`config.mk`:
```
export PLATFORM = sky130hd
export DESIGN_NAME = sciUart
export DESIGN_NICKNAME = d
export VERILOG_FILES = /design/src/rtl/sciPkg.sv /design/src/rtl/sciSeq.sv /design/src/rtl/sciRegs.sv /design/src/rtl/sciUart.sv
export SDC_FILE = /design/constraint.sdc
export NUM_CORES = 1
export LEC_CHECK = 0
export BUFFER_PORTS_ARGS = -buffer_cell sky130_fd_sc_hd__buf_4
export CAP_MARGIN = 15
export CORE_UTILIZATION = 64
export CTS_CLUSTER_SIZE = 28
export DETAILED_ROUTE_END_ITERATION = 16
export GPL_ROUTABILITY_DRIVEN = 0
export PLACE_DENSITY = 0.92
export SETUP_SLACK_MARGIN = 0.5
export SYNTH_ARGS = -nofsm -noshare
export SYNTH_HDL_FRONTEND = slang
export SYNTH_SLANG_ARGS = --single-unit
```
`constraint.sdc`:
```
create_clock -name clk -period 3.4 [get_ports clk]
set_clock_uncertainty 0.2 [all_clocks]
set_input_delay 0.68 -clock clk [delete_from_list [all_inputs] [get_ports clk]]
set_output_delay 0.68 -clock clk [all_outputs]
set_load 0.1 [all_outputs]
```
`src/rtl/sciPkg.sv`:
```
package sciPkg;
  localparam int DATA_W = 8;
  localparam int OVERSAMPLE = 16;
  localparam int CTL_W = 6;

  localparam logic [1:0] ADDR_DATA  = 2'd0;
  localparam logic [1:0] ADDR_LINE  = 2'd1;
  localparam logic [1:0] ADDR_MODEM = 2'd2;
  localparam logic [1:0] ADDR_STAT  = 2'd3;

  // line control fields
  localparam int LC_TXPE = 0;
  localparam int LC_TXODD = 1;
  localparam int LC_RXPE = 2;
  localparam int LC_RXODD = 3;
  localparam int LC_RXEN = 4;
  localparam int LC_BRK = 5;

  // modem / mask fields
  localparam int MC_RDYIE = 0;
  localparam int MC_TXEIE = 1;
  localparam int MC_ERRIE = 2;
  localparam int MC_MSIE = 3;
  localparam int MC_RTS = 4;
  localparam int MC_DTR = 5;

  typedef enum logic [2:0] {
    BIT_IDLE, BIT_START, BIT_DATA, BIT_PAR, BIT_STOP
  } bitKind_e;

  typedef struct packed {
    logic txLoad;
    logic txShift;
    logic txEnd;
    logic rxSample;
    logic rxDone;
  } strobes_t;
endpackage

```
`src/rtl/sciSeq.sv`:
```
module sciSeq
  import sciPkg::*;
#(
  parameter int DATA_BITS = DATA_W,
  parameter int OVS = OVERSAMPLE
) (
  input  logic     clk,
  input  logic     rst,
  input  logic     tick,
  input  logic     txFull,
  input  logic     txParEn,
  input  logic     rxParEn,
  input  logic     lineIn,
  input  logic     lineFall,
  output strobes_t stb,
  output bitKind_e txKind,
  output bitKind_e rxKind
);
  localparam int TICK_W = $clog2(OVS);
  localparam int CNT_W = $clog2(DATA_BITS);
  localparam logic [TICK_W-1:0] LAST_TICK = TICK_W'(OVS - 1);
  localparam logic [TICK_W-1:0] MID_TICK = TICK_W'(OVS / 2 - 1);
  localparam logic [CNT_W-1:0] LAST_BIT = CNT_W'(DATA_BITS - 1);

  bitKind_e txState, rxState;
  logic [TICK_W-1:0] txTicks, rxTicks;
  logic [CNT_W-1:0] txIdx, rxIdx;
  logic txBitEnd, rxBitEnd;

  assign txBitEnd = tick && (txTicks == LAST_TICK) && (txState != BIT_IDLE);
  assign rxBitEnd = tick && (rxTicks == LAST_TICK)
                    && (rxState inside {BIT_DATA, BIT_PAR, BIT_STOP});

  always_ff @(posedge clk) begin
    if (rst) begin
      txState <= BIT_IDLE;
      txTicks <= '0;
      txIdx <= '0;
    end else if (txState == BIT_IDLE) begin
      if (txFull) begin
        txState <= BIT_START;
        txTicks <= '0;
      end
    end else if (tick) begin
      if (txTicks == LAST_TICK) begin
        txTicks <= '0;
        case (txState)
          BIT_START: begin
            txState <= BIT_DATA;
            txIdx <= '0;
          end
          BIT_DATA: begin
            if (txIdx == LAST_BIT) txState <= txParEn ? BIT_PAR : BIT_STOP;
            else txIdx <= txIdx + 1'b1;
          end
          BIT_PAR: txState <= BIT_STOP;
          default: txState <= BIT_IDLE;
        endcase
      end else begin
        txTicks <= txTicks + 1'b1;
      end
    end
  end

  always_ff @(posedge clk) begin
    if (rst) begin
      rxState <= BIT_IDLE;
      rxTicks <= '0;
      rxIdx <= '0;
    end else begin
      case (rxState)
        BIT_IDLE: begin
          if (lineFall) begin
            rxState <= BIT_START;
            rxTicks <= '0;
          end
        end
        BIT_START: begin
          if (tick) begin
            if (rxTicks == MID_TICK) begin
              rxTicks <= '0;
              rxIdx <= '0;
              rxState <= lineIn ? BIT_IDLE : BIT_DATA;
            end else begin
              rxTicks <= rxTicks + 1'b1;
            end
          end
        end
        default: begin
          if (tick) begin
            if (rxTicks == LAST_TICK) begin
              rxTicks <= '0;
              case (rxState)
                BIT_DATA: begin
                  if (rxIdx == LAST_BIT) rxState <= rxParEn ? BIT_PAR : BIT_STOP;
                  else rxIdx <= rxIdx + 1'b1;
                end
                BIT_PAR: rxState <= BIT_STOP;
                default: rxState <= BIT_IDLE;
              endcase
            end else begin
              rxTicks <= rxTicks + 1'b1;
            end
          end
        end
      endcase
    end
  end

  always_comb begin
    stb.txLoad = (txState == BIT_IDLE) && txFull;
    stb.txShift = txBitEnd && (txState == BIT_DATA);
    stb.txEnd = txBitEnd && (txState == BIT_STOP);
    stb.rxSample = rxBitEnd;
    stb.rxDone = rxBitEnd && (rxState == BIT_STOP);
  end

  assign txKind = txState;
  assign rxKind = rxState;


  tx_hold_bit_chk: assert property (@(posedge clk) disable iff (rst)
    (txState != BIT_IDLE && !tick) |=> $stable(txState));


  tx_stop_idle_chk: assert property (@(posedge clk) disable iff (rst)
    stb.txEnd |=> (txState == BIT_IDLE));


  false_start_chk: assert property (@(posedge clk) disable iff (rst)
    (rxState == BIT_START && tick && rxTicks == MID_TICK && lineIn)
      |=> (rxState == BIT_IDLE));
endmodule

```
`src/rtl/sciRegs.sv`:
```
module sciRegs
  import sciPkg::*;
#(
  parameter int DATA_BITS = DATA_W
) (
  input  logic                 clk,
  input  logic                 rst,
  input  logic                 csel,
  input  logic                 rdStb,
  input  logic                 wrStb,
  input  logic [1:0]           addr,
  input  logic [DATA_BITS-1:0] wrData,
  output logic [DATA_BITS-1:0] rdData,
  input  logic                 sdi,
  output logic                 sdo,
  output logic                 irq,
  output logic                 txEmpty,
  input  logic                 ctsN,
  input  logic                 dsrN,
  output logic                 rtsN,
  output logic                 dtrN,
  input  strobes_t             stb,
  input  bitKind_e             txKind,
  input  bitKind_e             rxKind,
  output logic                 txFull,
  output logic                 txParEn,
  output logic                 rxParEn,
  output logic                 lineIn,
  output logic                 lineFall
);
  localparam int PAD_W = DATA_BITS - CTL_W;

  logic [DATA_BITS-1:0] txHold, txSh, rxSh, rxBuf;
  logic [CTL_W-1:0] lineCtl, modemCtl;
  logic txPar, rxParBit;
  logic peFlag, feFlag, oeFlag, brkFlag, msFlag, tcFlag, drFlag;
  logic sdiMeta, sdiSync, lineP;
  logic ctsS1, ctsS2, ctsS3, dsrS1, dsrS2, dsrS3;
  logic modemChange, wrHit, rdHit, rdBuf, rdStat, wrBuf;
  logic rxParErr, allZero, lineBit;
  logic [DATA_BITS-1:0] status;

  assign wrHit = csel && wrStb;
  assign rdHit = csel && rdStb;
  assign wrBuf = wrHit && (addr == ADDR_DATA);
  assign rdBuf = rdHit && (addr == ADDR_DATA);
  assign rdStat = rdHit && (addr == ADDR_STAT);

  assign txParEn = lineCtl[LC_TXPE];
  assign rxParEn = lineCtl[LC_RXPE];
  assign lineIn = lineCtl[LC_RXEN] ? sdiSync : 1'b1;
  assign lineFall = lineP && !lineIn;
  assign modemChange = (ctsS2 ^ ctsS3) || (dsrS2 ^ dsrS3);

  assign rxParErr = lineCtl[LC_RXPE]
                    && (rxParBit != ((^rxSh) ^ lineCtl[LC_RXODD]));
  assign allZero = (rxSh == '0) && !lineIn
                   && (!lineCtl[LC_RXPE] || !rxParBit);

  always_ff @(posedge clk) begin
    if (rst) begin
      sdiMeta <= 1'b1;
      sdiSync <= 1'b1;
      lineP <= 1'b1;
      {ctsS1, ctsS2, ctsS3} <= 3'b111;
      {dsrS1, dsrS2, dsrS3} <= 3'b111;
    end else begin
      sdiMeta <= sdi;
      sdiSync <= sdiMeta;
      lineP <= lineIn;
      {ctsS1, ctsS2, ctsS3} <= {ctsN, ctsS1, ctsS2};
      {dsrS1, dsrS2, dsrS3} <= {dsrN, dsrS1, dsrS2};
    end
  end

  always_ff @(posedge clk) begin
    if (rst) begin
      txHold <= '0;
      txSh <= '0;
      txPar <= 1'b0;
      txFull <= 1'b0;
      rxSh <= '0;
      rxBuf <= '0;
      rxParBit <= 1'b0;
      lineCtl <= '0;
      modemCtl <= '0;
      {peFlag, feFlag, oeFlag, brkFlag, msFlag, tcFlag, drFlag} <= '0;
    end else begin
      if (stb.txLoad) begin
        txSh <= txHold;
        txPar <= (^txHold) ^ lineCtl[LC_TXODD];
        txFull <= 1'b0;
      end else if (stb.txShift) begin
        txSh <= txSh >> 1;
      end

      if (wrBuf) begin
        txHold <= wrData;
        txFull <= 1'b1;
        tcFlag <= 1'b0;
      end else if (stb.txEnd && !txFull) begin
        tcFlag <= 1'b1;
      end

      if (wrHit && addr == ADDR_LINE) lineCtl <= wrData[CTL_W-1:0];
      if (wrHit && addr == ADDR_MODEM) modemCtl <= wrData[CTL_W-1:0];

      if (rdBuf) drFlag <= 1'b0;
      if (rdStat) {peFlag, feFlag, oeFlag, brkFlag, msFlag} <= '0;

      if (stb.rxSample && rxKind == BIT_DATA) rxSh <= {lineIn, rxSh[DATA_BITS-1:1]};
      if (stb.rxSample && rxKind == BIT_PAR) rxParBit <= lineIn;

      if (stb.rxDone) begin
        rxBuf <= rxSh;
        drFlag <= 1'b1;
        if (drFlag && !rdBuf) oeFlag <= 1'b1;
        if (rxParErr) peFlag <= 1'b1;
        if (!lineIn) feFlag <= 1'b1;
        if (allZero) brkFlag <= 1'b1;
      end

      if (modemChange && modemCtl[MC_MSIE]) msFlag <= 1'b1;
    end
  end

  assign status = {drFlag, !txFull, tcFlag, msFlag, brkFlag, oeFlag, feFlag, peFlag};
  assign txEmpty = !txFull;

  always_comb begin
    case (addr)
      ADDR_DATA:  rdData = rxBuf;
      ADDR_LINE:  rdData = {{PAD_W{1'b0}}, lineCtl};
      ADDR_MODEM: rdData = {{PAD_W{1'b0}}, modemCtl};
      default:    rdData = status;
    endcase
  end

  assign irq = (drFlag && modemCtl[MC_RDYIE])
             || (!txFull && modemCtl[MC_TXEIE])
             || ((peFlag || feFlag || oeFlag || brkFlag) && modemCtl[MC_ERRIE])
             || (msFlag && modemCtl[MC_MSIE]);

  always_comb begin
    case (txKind)
      BIT_START: lineBit = 1'b0;
      BIT_DATA:  lineBit = txSh[0];
      BIT_PAR:   lineBit = txPar;
      default:   lineBit = 1'b1;
    endcase
  end
  assign sdo = lineBit && !lineCtl[LC_BRK];

  assign rtsN = !modemCtl[MC_RTS];
  assign dtrN = !modemCtl[MC_DTR];


  txe_rise_chk: assert property (@(posedge clk) disable iff (rst)
    $rose(txEmpty) |-> $past(stb.txLoad));


  overrun_chk: assert property (@(posedge clk) disable iff (rst)
    (stb.rxDone && drFlag && !rdBuf) |=> oeFlag);


  stat_clear_chk: assert property (@(posedge clk) disable iff (rst)
    (rdStat && !stb.rxDone) |=> !(peFlag || feFlag || oeFlag || brkFlag));


  irq_mask_chk: assert property (@(posedge clk) disable iff (rst)
    (modemCtl[3:0] == 4'b0000) |-> !irq);


  tc_set_chk: assert property (@(posedge clk) disable iff (rst)
    (stb.txEnd && !txFull && !wrBuf) |=> tcFlag);


  ms_gate_chk: assert property (@(posedge clk) disable iff (rst)
    (!modemCtl[MC_MSIE] && !msFlag) |=> !msFlag);
endmodule

```
`src/rtl/sciUart.sv`:
```
module sciUart
  import sciPkg::*;
#(
  parameter int DATA_BITS = DATA_W,
  parameter int OVS = OVERSAMPLE
) (
  input  logic                 clk,
  input  logic                 rst,
  input  logic                 tick16,
  input  logic                 csel,
  input  logic                 rdStb,
  input  logic                 wrStb,
  input  logic [1:0]           addr,
  input  logic [DATA_BITS-1:0] wrData,
  output logic [DATA_BITS-1:0] rdData,
  input  logic                 sdi,
  output logic                 sdo,
  output logic                 irq,
  output logic                 txEmpty,
  input  logic                 ctsN,
  input  logic                 dsrN,
  output logic                 rtsN,
  output logic                 dtrN
);
  strobes_t stb;
  bitKind_e txKind, rxKind;
  logic txFull, txParEn, rxParEn, lineIn, lineFall;

  sciSeq #(.DATA_BITS(DATA_BITS), .OVS(OVS)) seq (
    .clk(clk), .rst(rst), .tick(tick16),
    .txFull(txFull), .txParEn(txParEn), .rxParEn(rxParEn),
    .lineIn(lineIn), .lineFall(lineFall),
    .stb(stb), .txKind(txKind), .rxKind(rxKind)
  );

  sciRegs #(.DATA_BITS(DATA_BITS)) regs (
    .clk(clk), .rst(rst), .csel(csel), .rdStb(rdStb), .wrStb(wrStb),
    .addr(addr), .wrData(wrData), .rdData(rdData),
    .sdi(sdi), .sdo(sdo), .irq(irq), .txEmpty(txEmpty),
    .ctsN(ctsN), .dsrN(dsrN), .rtsN(rtsN), .dtrN(dtrN),
    .stb(stb), .txKind(txKind), .rxKind(rxKind),
    .txFull(txFull), .txParEn(txParEn), .rxParEn(rxParEn),
    .lineIn(lineIn), .lineFall(lineFall)
  );
endmodule

```
**Yosys cells after proc, flatten, opt, wreduce, memory -nomap -nowiden**

Index checks and enable logic that the tools add are counted.

- Flip-flop bits (word level): 83
- Bits of input ports: 19
- Output and inout bits: 13
- Word-level logic and storage cells: 196

- Add/subtract/negate cells: 4
- Equality and inequality tests: 25
- Mux-type cells: 59
- Bitwise operators: 6
- Reductions and logical operators: 71

Operators by type and width:

| cell | count |
|---|---|
| two-way mux 3 bit | 20 |
| two-way mux 4 bit | 9 |
| logical AND 1 bit | 29 |
| one-hot mux 3 bit (2 select lines) | 4 |
| one-hot mux 8 bit (3 select lines) | 1 |
| nonzero test 2 bit | 10 |
| two-way mux 1 bit | 19 |
| two-way mux 8 bit | 2 |
| XOR reduction 8 bit | 2 |
| equality test 3 x 2 -> 1 bit, second input constant | 4 |
| equality test 3 bit, second input constant | 4 |
| AND reduction 6 bit | 2 |
| one-hot mux 3 bit (3 select lines) | 1 |
| nonzero test 3 bit | 3 |
| adder 4 x 1 -> 4 bit, second input constant | 2 |
| equality test 4 bit, second input constant | 2 |
| logical NOT 1 bit | 8 |
| logical NOT 8 bit | 1 |
| logical OR 1 bit | 8 |
| != test 2 bit, second input constant | 4 |
| one-hot mux 4 bit (2 select lines) | 1 |
| adder 3 x 1 -> 3 bit, second input constant | 2 |
| equality test 3 x 1 -> 1 bit, second input constant | 2 |
| logical NOT 3 bit | 2 |
| other kinds (17) | 23 |

**Depth between registers and ports, before layout**

Gate-level depths: netlist of run 1.

- Word-level depth: 6
- Mapped depth: 7
- Depth with buffers taken out: 6

**By module**

Synthesis of run 1 repeated with hierarchy kept, for this count alone.

- Cells, all modules: 439
- Area, all modules: 3992.6 um2

Modules (own cells, without submodules):

| module | times used | cells each | area an instance (um2) | seq. area each (um2) |
|---|---|---|---|---|
| sciRegs | 1 | 294 | 2718.9 | 1261.2 |
| sciSeq | 1 | 145 | 1273.7 | 400.4 |

**Worst setup path before layout of run 1**

OpenSTA, ideal clock, no wires.

- Kind: input-to-output
- Start point: in addr[0]
- End point: out rdData[6]
- Arrival: 3068 ps
- Data required time: 2520 ps
- Setup slack: -548 ps
- Cell stages on the path: 3
- Buffers on the path: 1
- Path through: buf_2 -> nand2_1 -> o21ai_0

- Word-level cells in the longest chain between the ends: 2
- Elaborated cells between the ends (all ways): 4
- Classes of those cells: eq/ne: 2; mux: 1; reduce/logical: 1

RTL lines:

| element | RTL line | RTL |
|---|---|---|
| start: declaration | sciUart.sv:13 | `input logic [1:0] addr,` |
| equality test 2 bit (tied with other cells) | sciRegs.sv:131 | `case (addr)` |
| one-hot mux 8 bit (3 select lines) * | sciRegs.sv:131 |  |
| end: declaration | sciUart.sv:15 | `output logic [DATA_BITS-1:0] rdData,` |

Mark *: on every way between the ends. The rest lies on a longest branch, timed or not.

**Final worst setup path of run 1**

- Start point: reg seq.txState[0], in the netlist seq.txKind[0]
- End point: out sdo

- Word-level cells in the longest chain between the ends: 3
- Elaborated cells between the ends (all ways): 5
- Classes of those cells: eq/ne: 3; mux: 1; reduce/logical: 1

RTL lines:

| element | RTL line | RTL |
|---|---|---|
| start: declaration | sciSeq.sv:25 | `bitKind_e txState, rxState;` |
| start signal: assignment | sciSeq.sv:53 | `if (txIdx == LAST_BIT) txState <= txParEn ? BIT_PAR : BIT_STOP;` |
| equality test 3 x 2 -> 1 bit or equality test 3 x 1 -> 1 bit (tied branches) | sciRegs.sv:145 | `case (txKind)` |
| one-hot mux 1 bit (3 select lines) * | sciRegs.sv:145 |  |
| logical AND 1 bit * | sciRegs.sv:152 | `assign sdo = lineBit && !lineCtl[LC_BRK];` |
| end: declaration | sciUart.sv:17 | `output logic sdo,` |

Marks and branches as above.

==> metrics.md, run 1 <==
| Metric | Value |
|---|---|
| Most frequent cell after synthesis | dfxtp_1 |
| Final number of hold-violating endpoints | 0 |
| Int Power | 1.46 mW |
| Initial DRC Count | around 250 |
| Min Hold Slack | between 0.2 and 0.25 ns |
| Dpl cells | between 500 and 600 |
| CP Data Required Time | around 2.5 ns |
| Max Cap Violations | 0 |
| Core Box Area | just under 6000 um2 |
| Die Height | 80.0 um |
| Slew at the pin with the worst max-slew slack | between 0.7 and 0.8 ns |
| Sw power | between 0.4 and 0.5 mW |
| Hold Crit Class | flop to flop |
| Row cnt | 28 |
| WL final | between 8 and 9 mm |
| Die W | approximately 80 um |
| EDFF count, synth | 0 |
| Cell area after synthesis | between 3000 and 4000 um2 |
| Worst Path Arrival | ~1.8 ns |
| TritonCTS clock tree | built |
| Initial Util | 0.662 |
| Drt wl/cell | approximately 17 um |
| Area growth from synthesis to layout | 11.3% |
| Vias in the first global route | approximately 3000 |
| Pwr Density | around 440 nW/um2 |
| Synth warnings | 0 |
| Slew headroom | 0.467 |
| DRC viols | 2 |
| Cells on worst reg2reg path | 4 |
| FFs w/ async S/R, synth | 0 |
| Grt ovf | 0 |
| Initial DRT Pass Iterations | 11 |
| Via Count | about 3300 |
| Top-level port count | 32 |
| Clk slew on worst S/H paths | approximately 0.080 ns |
| Share of cells above drive strength 1 | 0.144 |
| Cells after Synth | ~440 |
| DPL Wire Length | ~6.0 mm |
| Largest net degree at the start of global routing | 85 |
| RSZ-0062 raised after global routing | no |
| Leakage | 1.66 nW |
| Hold Path Origin | regs.dsrS1 |
| Setup CP Type | flop to output pin |
| Reg2reg setup slack | 1.15 ns |
| Clock Sinks | between 80 and 90 |
| Root Buffer | clkbuf_8 |
| Commonest cells in the netlist | dfxtp_1, nand2_1, a21oi_1 |
| Switching Fraction | 0.231 |
| Ant. Diodes | 0 |
| Hold buffers post-CTS | 0 |
| Peak VDD IR | between 200 and 300 uV |
| Total track usage | 0.288 |
| Syn Nets | between 400 and 500 |
| Synth area leaders | dfxtp_1, nand2_1, a21oi_1, nor2_1, mux2i_1 |
| Nets | between 400 and 500 |
| Predominant post-synthesis flop cell | dfxtp_1 |
| Post-CTS Resized | 0 |
| H-tree depth | 3 |
| Fin area | 4340 um2 |
| Final TNS setup | 0 ns |
| Seq/Total Area, Yosys | 0.427 |
| Status | complete, but fails checks |
| Distinct cells, synth | 52 |
| Post-CTS Setup Bufs | 0 |
| Crit Path Max Fanout | 16 |
| Worst Hold Depth | 1 |
| Antenna-violating nets left | 0 |
| Combinational power share | 0.059 |
| Final Power | ~1.9 mW |
| Skew-Pair Late Insertion Delay | between 0.3 and 0.4 ns |
| Finished Layout Cells | about 540 |
| Clk buf depth | 2 |
| Crit Reg-Reg Endpoint | seq.txKind[2] |
| Port Buffers | 31 |
| Final Setup Violations | 0 |
| Vias/cell | ~6.2 |
| Fin crit share | 0.779 |
| Util after Layout | 0.737 |
| Post-route setup slack | 0.751 ns |
| Clock share of power | 0.419 |
| Cts bufs inserted | 9 |
| Seq cells post-synth | 83 |
| Critical path capture point type | output pin |
| Fmax | between 0.3 and 0.4 GHz |
| Min Tclk post-route | about 2.6 ns |
| First-pass GRT wire length | ~14 mm |
| Worst slack at placement | 0.851 ns |
| Failing checks | design-rule violations |
| Fin. max-slew vios | 0 |
| Flop pwr share | 0.523 |
| Placed inst area | about 4100 um2 |
| Die area | 6400 um2 |
| Avg Cell Area, Syn | roughly 8.8 um2 |
| Yosys top cell by area | dfxtp_1 |
| Crit path launch type | flop |
| Initial antenna violation count | 0 |
| WHS Endpoint | regs.dsrS2 |
| Top-area cell type share of the netlist area | 0.427 |
| Crit Reg-Reg Startpoint | seq.txKind[0] |
==> state kept, by name, summed over array words and instances, names as in the netlist, 3 cells and up <==
register       count
seq.txTicks        4
regs.modemCtl      6
seq.txIdx          3
regs.rxSh          8
regs.txSh          8
seq.rxTicks        4
seq.rxKind         3
seq.rxIdx          3
regs.lineCtl       6
regs.txHold        8
regs.rxBuf         8
seq.txKind         3
==> cells by family after synthesis <==
kind of cell / Yosys count / synth area share
adder cells (fa/ha/maj): 10 / 0.0321
flip-flops: 83 / 0.427
XOR/XNOR: 13 / 0.0363
AND/OR/NAND/NOR: 187 / 0.243
buffers and inverters: 41 / 0.0450
AO/OA/AOI/OAI: 89 / 0.146
multiplexers: 20 / 0.0707
==> critical path: stages, from the launching register on <==
cell	delay, ns
dfxtp_1	0.69
nor3b_1	0.13
a21oi_1	0.14
nor2_1	0.06
nor2_2	0.11
buf_4	0.29
==> how the worst max path moves through the flow <==
stage	startpoint	endpoint	slack [ns]	depth (start not counted)
6_report	seq.txKind[0]	sdo	0.75	5
5_1_grt	seq.txKind[0]	sdo	0.61	5
4_1_cts	seq.txKind[0]	sdo	0.75	5
3_5_place_dp	addr[0]	rdData[5]	0.85	3
3_3_place_gp	addr[0]	rdData[5]	0.86	3
2_1_floorplan	addr[0]	rdData[6]	0.72	3
==> per-layer routing <==
layer	vias to the layer above	routed length, um	global-route usage
met3	16	555	0.0594
met1	1587	3780	0.369
met5	-	0	0
li1	1599	-	-
met4	0	148	0.134
met2	138	4410	0.462
==> layout make-up <==
class	count	area [um2]
Clock buffer	11	141
Clock inverter	5	86.3
Fill cell	395	1550
Inverter	15	56.3
Multi-Input combinational cell	319	2060
Sequential cell	83	1660
Tap cell	75	93.8
Timing Repair Buffer	31	233
==> cells in the final DEF, fill, tap and decap left out, types with 3 or more instances in the layout <==
| cell type | count |
|---|---|
| a21oi_1 | 42 |
| nand2b_1 | 3 |
| mux4_2 | 6 |
| ha_1 | 10 |
| nor3b_1 | 4 |
| o21ai_0 | 8 |
| nand2_1 | 80 |
| and3_1 | 5 |
| clkinv_4 | 3 |
| a32oi_1 | 4 |
| clkbuf_8 | 10 |
| nand3_1 | 10 |
| dfxtp_1 | 83 |
| nor2_1 | 38 |
| a22oi_1 | 3 |
| a31oi_1 | 3 |
| nand4_1 | 3 |
| or3_1 | 4 |
| buf_4 | 31 |
| xor2_1 | 5 |
| o31ai_1 | 4 |
| or2_2 | 8 |
| xnor2_1 | 6 |
| mux2i_1 | 14 |
| a211oi_1 | 3 |
| a311oi_1 | 9 |
| inv_1 | 15 |
| or3b_1 | 4 |
| nand3b_1 | 4 |
| nor2b_1 | 5 |
==> power by group through the flow <==
| stage | Combinational (mW) | Clock [mW] | Sequential, mW |
|---|---|---|---|
| floorplan | 0.0802 | 0 | 1.01 |
| global placement | 0.108 | 0 | 1.02 |
| detailed placement | 0.110 | 0 | 1.02 |
| CTS | 0.111 | 0.806 | 0.994 |
| global route | 0.119 | 0.842 | 0.996 |
| finish | 0.111 | 0.796 | 0.995 |
No activity file was read; power rests on OpenSTA's default activity.
==> run 2, diff against run 1 <==
Settings changed: CORE_UTILIZATION 64 to 59, PLACE_DENSITY 0.92 to 0.87.
Clock period 3.4 ns to 2.45 ns, I/O delays scaled along.
==> run 2 against run 1 <==
- the run now ends clean
- final area grew 14%
- core utilization grew 4.3 points
- sequential power grew 38%
- via count grew 8.7%
- critical path type unchanged
- largest cell class unchanged
==> metrics.md, run 2 (synthesized netlist as in run 1, its figures left out) <==
| Metric | Value |
|---|---|
| Clk slew on worst S/H paths | 0.09 ns (about the same) |
| Final Setup Violations | 0 (unchanged) |
| DPL Wire Length | 6.01 mm (+0.60%) |
| Clk buf depth | 2 (unchanged) |
| Clock Sinks | 83 (unchanged) |
| Fin crit share | 0.916 |
| Drt wl/cell | 18.8 um (+14%) |
| Initial Util | 0.613 (-0.0484) |
| Worst Path Arrival | 1.55 ns (-0.22 ns) |
| Max Cap Violations | 0 (unchanged) |
| Top-level port count | 32 (unchanged) |
| Commonest non-fill, non-tap cells in the layout | nand2_1, buf_4, dfxtp_1 |
| Port Buffers | 31 (unchanged) |
| Share of cells above drive strength 1 | 0.330 (+0.186) |
| Cts bufs inserted | 9 (unchanged) |
| Most common library cell in the layout ignoring fill and taps | nand2_1 |
| Initial DRC Count | 270 (+6.3%) |
| TritonCTS clock tree | built |
| Largest net degree at the start of global routing | 67 (-21%) |
| Crit Path Max Fanout | 3 (-13) |
| Die W | 83.3 um (+4.0%) |
| Pwr Density | 503 nW/um2 (+15%) |
| DRC viols | 0 (-2) |
| Vias/cell | 6.29 (+1.6%) |
| Initial antenna violation count | 0 (unchanged) |
| Util after Layout | 0.780 (+0.0427) |
| Min Tclk post-route | roughly 2.2 ns |
| Root Buffer | clkbuf_8 |
| Skew-Pair Late Insertion Delay | 0.37 ns (+0.02 ns) |
| H-tree depth | 3 (unchanged) |
| RSZ-0062 raised after global routing | yes |
| CP Data Required Time | 1.76 ns (-0.76 ns) |
| Final number of hold-violating endpoints | 0 (unchanged) |
| Area growth from synthesis to layout | 27.1% |
| Crit path launch type | flop |
| First-pass GRT wire length | 15.8 mm (+12%) |
| Total track usage | 0.284 (-0.00363) |
| Critical path capture point type | output pin |
| Hold Crit Class | input pin to flop |
| Leakage | 1.90 nW (+14%) |
| Final TNS setup | 0 ns (unchanged) |
| Core Box Area | 6350 um2 (+7.9%) |
| Ant. Diodes | 0 (unchanged) |
| WL final | 10.8 mm (+22%) |
| Initial DRT Pass Iterations | 5 (-6) |
| Grt ovf | 0 (unchanged) |
| Peak VDD IR | 402 uV (+38%) |
| Fmax | 0.446 GHz |
| Via Count | 3632 (+8.7%) |
| Status | complete, no violations |
| Antenna-violating nets left | 0 (unchanged) |
| Die area | 6930 um2 (+8.3%) |
| Nets | 524 (+7.4%) |
| Setup CP Type | flop to output pin |
| Slew headroom | 0.567 (+0.100) |
| Vias in the first global route | 3329 (+11%) |
| Fin. max-slew vios | 0 (unchanged) |
| Row cnt | 29 (+3.6%) |
| Slew at the pin with the worst max-slew slack | 0.649 ns (-0.151 ns) |
| Die Height | 83.3 um (+4.0%) |
run 2: changes by cell type in the layout (fill, tap and decap cells not counted), moves of 3 or more:
cell / before / now
dfxtp_1: 83 / 47
dfxtp_2: 0 / 26
buf_4: 31 / 55
buf_12: 0 / 10
dfxtp_4: 0 / 10
ha_1: 10 / 4
ha_4: 0 / 5
nor2_1: 38 / 35
run 2: area by class of cell:
cell class              instances  area [um2]
inverters                      15        60.1
multi-input cells             319        2240
well taps                      77        96.3
flip-flops and latches         83        1730
repair buffers                 67         636
clock buffers                   9         124
clock inverters                 7        60.1
fillers                       351        1400
run 2: power breakdown:
group / internal [mW] / switching [mW] / leakage [nW]
combinational: 0.0740 / 0.112 / 1.11
clock: 0.386 / 0.549 / 0.0961
sequential: 1.35 / 0.0134 / 0.692
run 2: layer usage:
layer,vias to the layer above,track usage,part of all wire
li1,1658,-,-
met4,0,0.146,0.041
met5,-,0,0
met1,1750,0.353,0.40
met3,53,0.0477,0.059
met2,171,0.474,0.50
run 2: final timing paths:
| kind | start | endpoint | slack, ns | cells past startpoint |
|---|---|---|---|---|
| min | dsrN | regs.dsrS1 | 0.11 | 2 |
| min reg2reg | regs.dsrS1 | regs.dsrS2 | 0.22 | 1 |
| max reg2reg | seq.rxTicks[0] | regs.rxSh[7] | 0.43 | 5 |
| max | regs.drFlag | irq | 0.21 | 3 |
run 2: timing repair:
item,4_1_cts,5_1_grt
hold buffers,0,0
setup buffers,16,15
pin swaps,7,19
gates resized for setup,56,46
endpoints found under the setup margin,23,45
run 2: metrics by stage:
step / std cells / hold WS [ns] / power (mW) / cell area, um2 / worst slack [ns]
after floorplan: 443 / 0.189 / 1.52 / 3970 / 0.184
after global placement: 530 / 0.195 / 1.56 / 4180 / 0.334
after detailed placement: 530 / 0.194 / 1.57 / 4180 / 0.305
after CTS: 562 / 0.112 / 2.47 / 4640 / 0.291
after global routing: 577 / 0.0947 / 2.57 / 4950 / 0.201
final: 577 / 0.110 / 2.49 / 4950 / 0.206
run 2: critical path, cell delays in order (launching register included):
cell      delay (ns)
dfxtp_1         0.35
a222oi_1        0.55
nand2_4         0.11
buf_12          0.18
==> run 3, diff against run 2 <==
Settings changed: CAP_MARGIN 15 to 20, CORE_UTILIZATION 59 to 45, PLACE_DENSITY 0.87 to 0.71, RECOVER_POWER from default to 100.
==> run 3 against run 2 <==
- combinational power down 9.7%
- first-iteration DRC count decreased by 47%
- setup slack worse by 0.0023 ns
- critical path type is now input pin to output pin
- largest cell class unchanged
- largest power group unchanged
==> metrics.md, run 3 (synthesized netlist as in run 1, its figures left out) <==
| Metric | Value |
|---|---|
| Int Power | 1.82 mW (+0.49%) |
| DRC viols | 0 (unchanged) |
| Slew at the pin with the worst max-slew slack | 0.876 ns (+0.227 ns) |
| H-tree depth | 3 (unchanged) |
| Cts bufs inserted | 9 (unchanged) |
| Port Buffers | 31 (unchanged) |
| Clock share of power | 0.370 (-0.006) |
| Flop pwr share | 0.562 (+0.012) |
| Setup CP Type | input pin to output pin |
| Switching Fraction | 0.254 (-0.0172) |
| CP Data Required Time | 1.76 ns (about the same) |
| Final Power | 2.44 mW (-1.8%) |
| Hold buffers post-CTS | 0 (unchanged) |
| Vias/cell | 5.54 (-12%) |
| Final number of hold-violating endpoints | 0 (unchanged) |
| Skew-Pair Late Insertion Delay | 0.36 ns (about the same) |
| Most common library cell in the layout ignoring fill and taps | nand2_1 |
| Util after Layout | 0.556 (-0.223) |
| Storage element area | 1710 um2 (-1.2%) |
| Crit Path Max Fanout | 13 (+10) |
| Initial Util | 0.469 (-0.144) |
| TritonCTS clock tree | built |
| Min Tclk post-route | 2.25 ns (+0.00229 ns) |
| Drt wl/cell | 15.3 um (-19%) |
| Combinational power share | 0.069 (-0.006) |
| Finished Layout Cells | 591 (+2.4%) |
| Fin crit share | 0.917 (+0.000933) |
| Critical path capture point type | output pin |
| Die W | 95.0 um (+14%) |
| DPL Wire Length | 5.91 mm (-1.7%) |
| Grt ovf | 0 (unchanged) |
| Fill cells | 757 (+120%) |
| Clk buf depth | 2 (unchanged) |
| Clock Sinks | 83 (unchanged) |
| Multi-input gate area in the final layout | 2160 um2 (-3.5%) |
| Hold Crit Class | input pin to flop |
| Slowest cell delay on critical path | 0.47 ns (-0.08 ns) |
| Status | complete, no violations |
| Largest net degree at the start of global routing | 39 (-42%) |
| WL final | 9.02 mm (-17%) |
| RSZ-0062 raised after global routing | yes |
| Commonest non-fill, non-tap cells in the layout | nand2_1, dfxtp_1, a21oi_1 |
| Final TNS setup | 0 ns (unchanged) |
| Area growth from synthesis to layout | 18.6% |
| First-pass GRT wire length | 14.0 mm (-11%) |
| Share of cells above drive strength 1 | 0.257 (-0.0728) |
| Pwr Density | 529 nW/um2 (+5.2%) |
| Via Count | 3275 (-9.8%) |
| Worst Path Arrival | 1.56 ns (about the same) |
| Total track usage | 0.201 (-0.0834) |
| Clk slew on worst S/H paths | 0.08 ns (about the same) |
| Crit-path cells | buf_4 -> nor2_1 -> nand2_1 -> o21ai_4 -> clkbuf_2 |
| Dpl cells | 559 (+5.5%) |
| Crit path launch type | input pin |
| Initial DRT Pass Iterations | 4 (-1) |
| Max Cap Violations | 0 (unchanged) |
| Die Height | 95.0 um (+14%) |
| Fmax | 0.445 GHz (-0.10%) |
| Ant. Diodes | 0 (unchanged) |
| Vias in the first global route | 2940 (-12%) |
| Root Buffer | clkbuf_8 |
| Die area | 9030 um2 (+30%) |
| Min Hold Slack | 0.117 ns (+0.00729 ns) |
| Row cnt | 33 (+14%) |
| Sw power | 0.619 mW (-8.1%) |
| Antenna-violating nets left | 0 (unchanged) |
| Top-level port count | 32 (unchanged) |
| Slew headroom | 0.416 (-0.151) |
| Initial antenna violation count | 0 (unchanged) |
| Nets | 510 (-2.7%) |
| Slowest CP cell | clkbuf_2 |
| Initial DRC Count | 142 (-47%) |
| Peak VDD IR | 307 uV (-23%) |
| Fin. max-slew vios | 0 (unchanged) |
| Leakage | 1.76 nW (-7.6%) |
| Core Box Area | 8300 um2 (+31%) |
| Final Setup Violations | 0 (unchanged) |
[run 3: changes by cell type in the layout (fill, tap and decap cells not counted), sizes merged]
cell / previous run / this run
buf: 67 / 36
clkbuf: 9 / 28
inv: 17 / 15
[run 3: power groups by stage]
| stage | Clock [mW] | Sequential (mW) | Combinational, mW |
|---|---|---|---|
| after floorplan | 0 | 1.40 | 0.116 |
| after global placement | 0 | 1.41 | 0.156 |
| after detailed placement | 0 | 1.41 | 0.160 |
| after CTS | 0.922 | 1.37 | 0.178 |
| after global routing | 0.979 | 1.37 | 0.179 |
| final | 0.903 | 1.37 | 0.168 |
[run 3: final timing paths]
check                       from      endpoint  slack [ns]  cells past startpoint
setup reg to reg  seq.txTicks[1]  regs.txSh[6]        0.29                      6
hold / removal               sdi  regs.sdiMeta        0.12                      2
hold reg to reg     regs.sdiMeta  regs.sdiSync        0.21                      1
setup / recovery         addr[1]     rdData[6]        0.20                      5
[run 3: timing repair]
item / CTS / global route
endpoints found under the hold margin: 0 / 0
setup endpoints to repair: 23 / 38
pin swaps: 5 / 13
resized for setup: 59 / 30
buffers inserted: 12 / 4
[run 3: metrics by stage]
| step | instance area [um2] | worst slack [ns] |
|---|---|---|
| floorplan | 3970 | 0.184 |
| global placement | 4220 | 0.332 |
| detailed placement | 4220 | 0.291 |
| CTS | 4670 | 0.320 |
| global route | 4620 | 0.0981 |
| finish | 4620 | 0.203 |
[run 3: cell type report]
cell class | instances | share of cell area
Clock buffer | 11 | 0.0306
Clock inverter | 5 | 0.00813
Inverter | 15 | 0.0130
Multi-Input combinational cell | 319 | 0.469
Sequential cell | 83 | 0.370
Tap cell | 105 | 0.0284
Timing Repair Buffer | 53 | 0.0807
[run 3: metal layers]
| metal | share of wire | vias up | global-route usage |
|---|---|---|---|
| met3 | 0.031 | 13 | 0.0494 |
| li1 | - | 1637 | - |
| met5 | 0 | - | 0 |
| met1 | 0.48 | 1570 | 0.260 |
| met4 | 0.014 | 0 | 0.0581 |
| met2 | 0.47 | 55 | 0.330 |
[run 3: worst max-delay path, delay by kind of cell]
kind,cells,cell delay [ns]
AND/OR/NAND/NOR,2,0.35
buffers and inverters,2,0.63
AO/OA/AOI/OAI,1,0.08
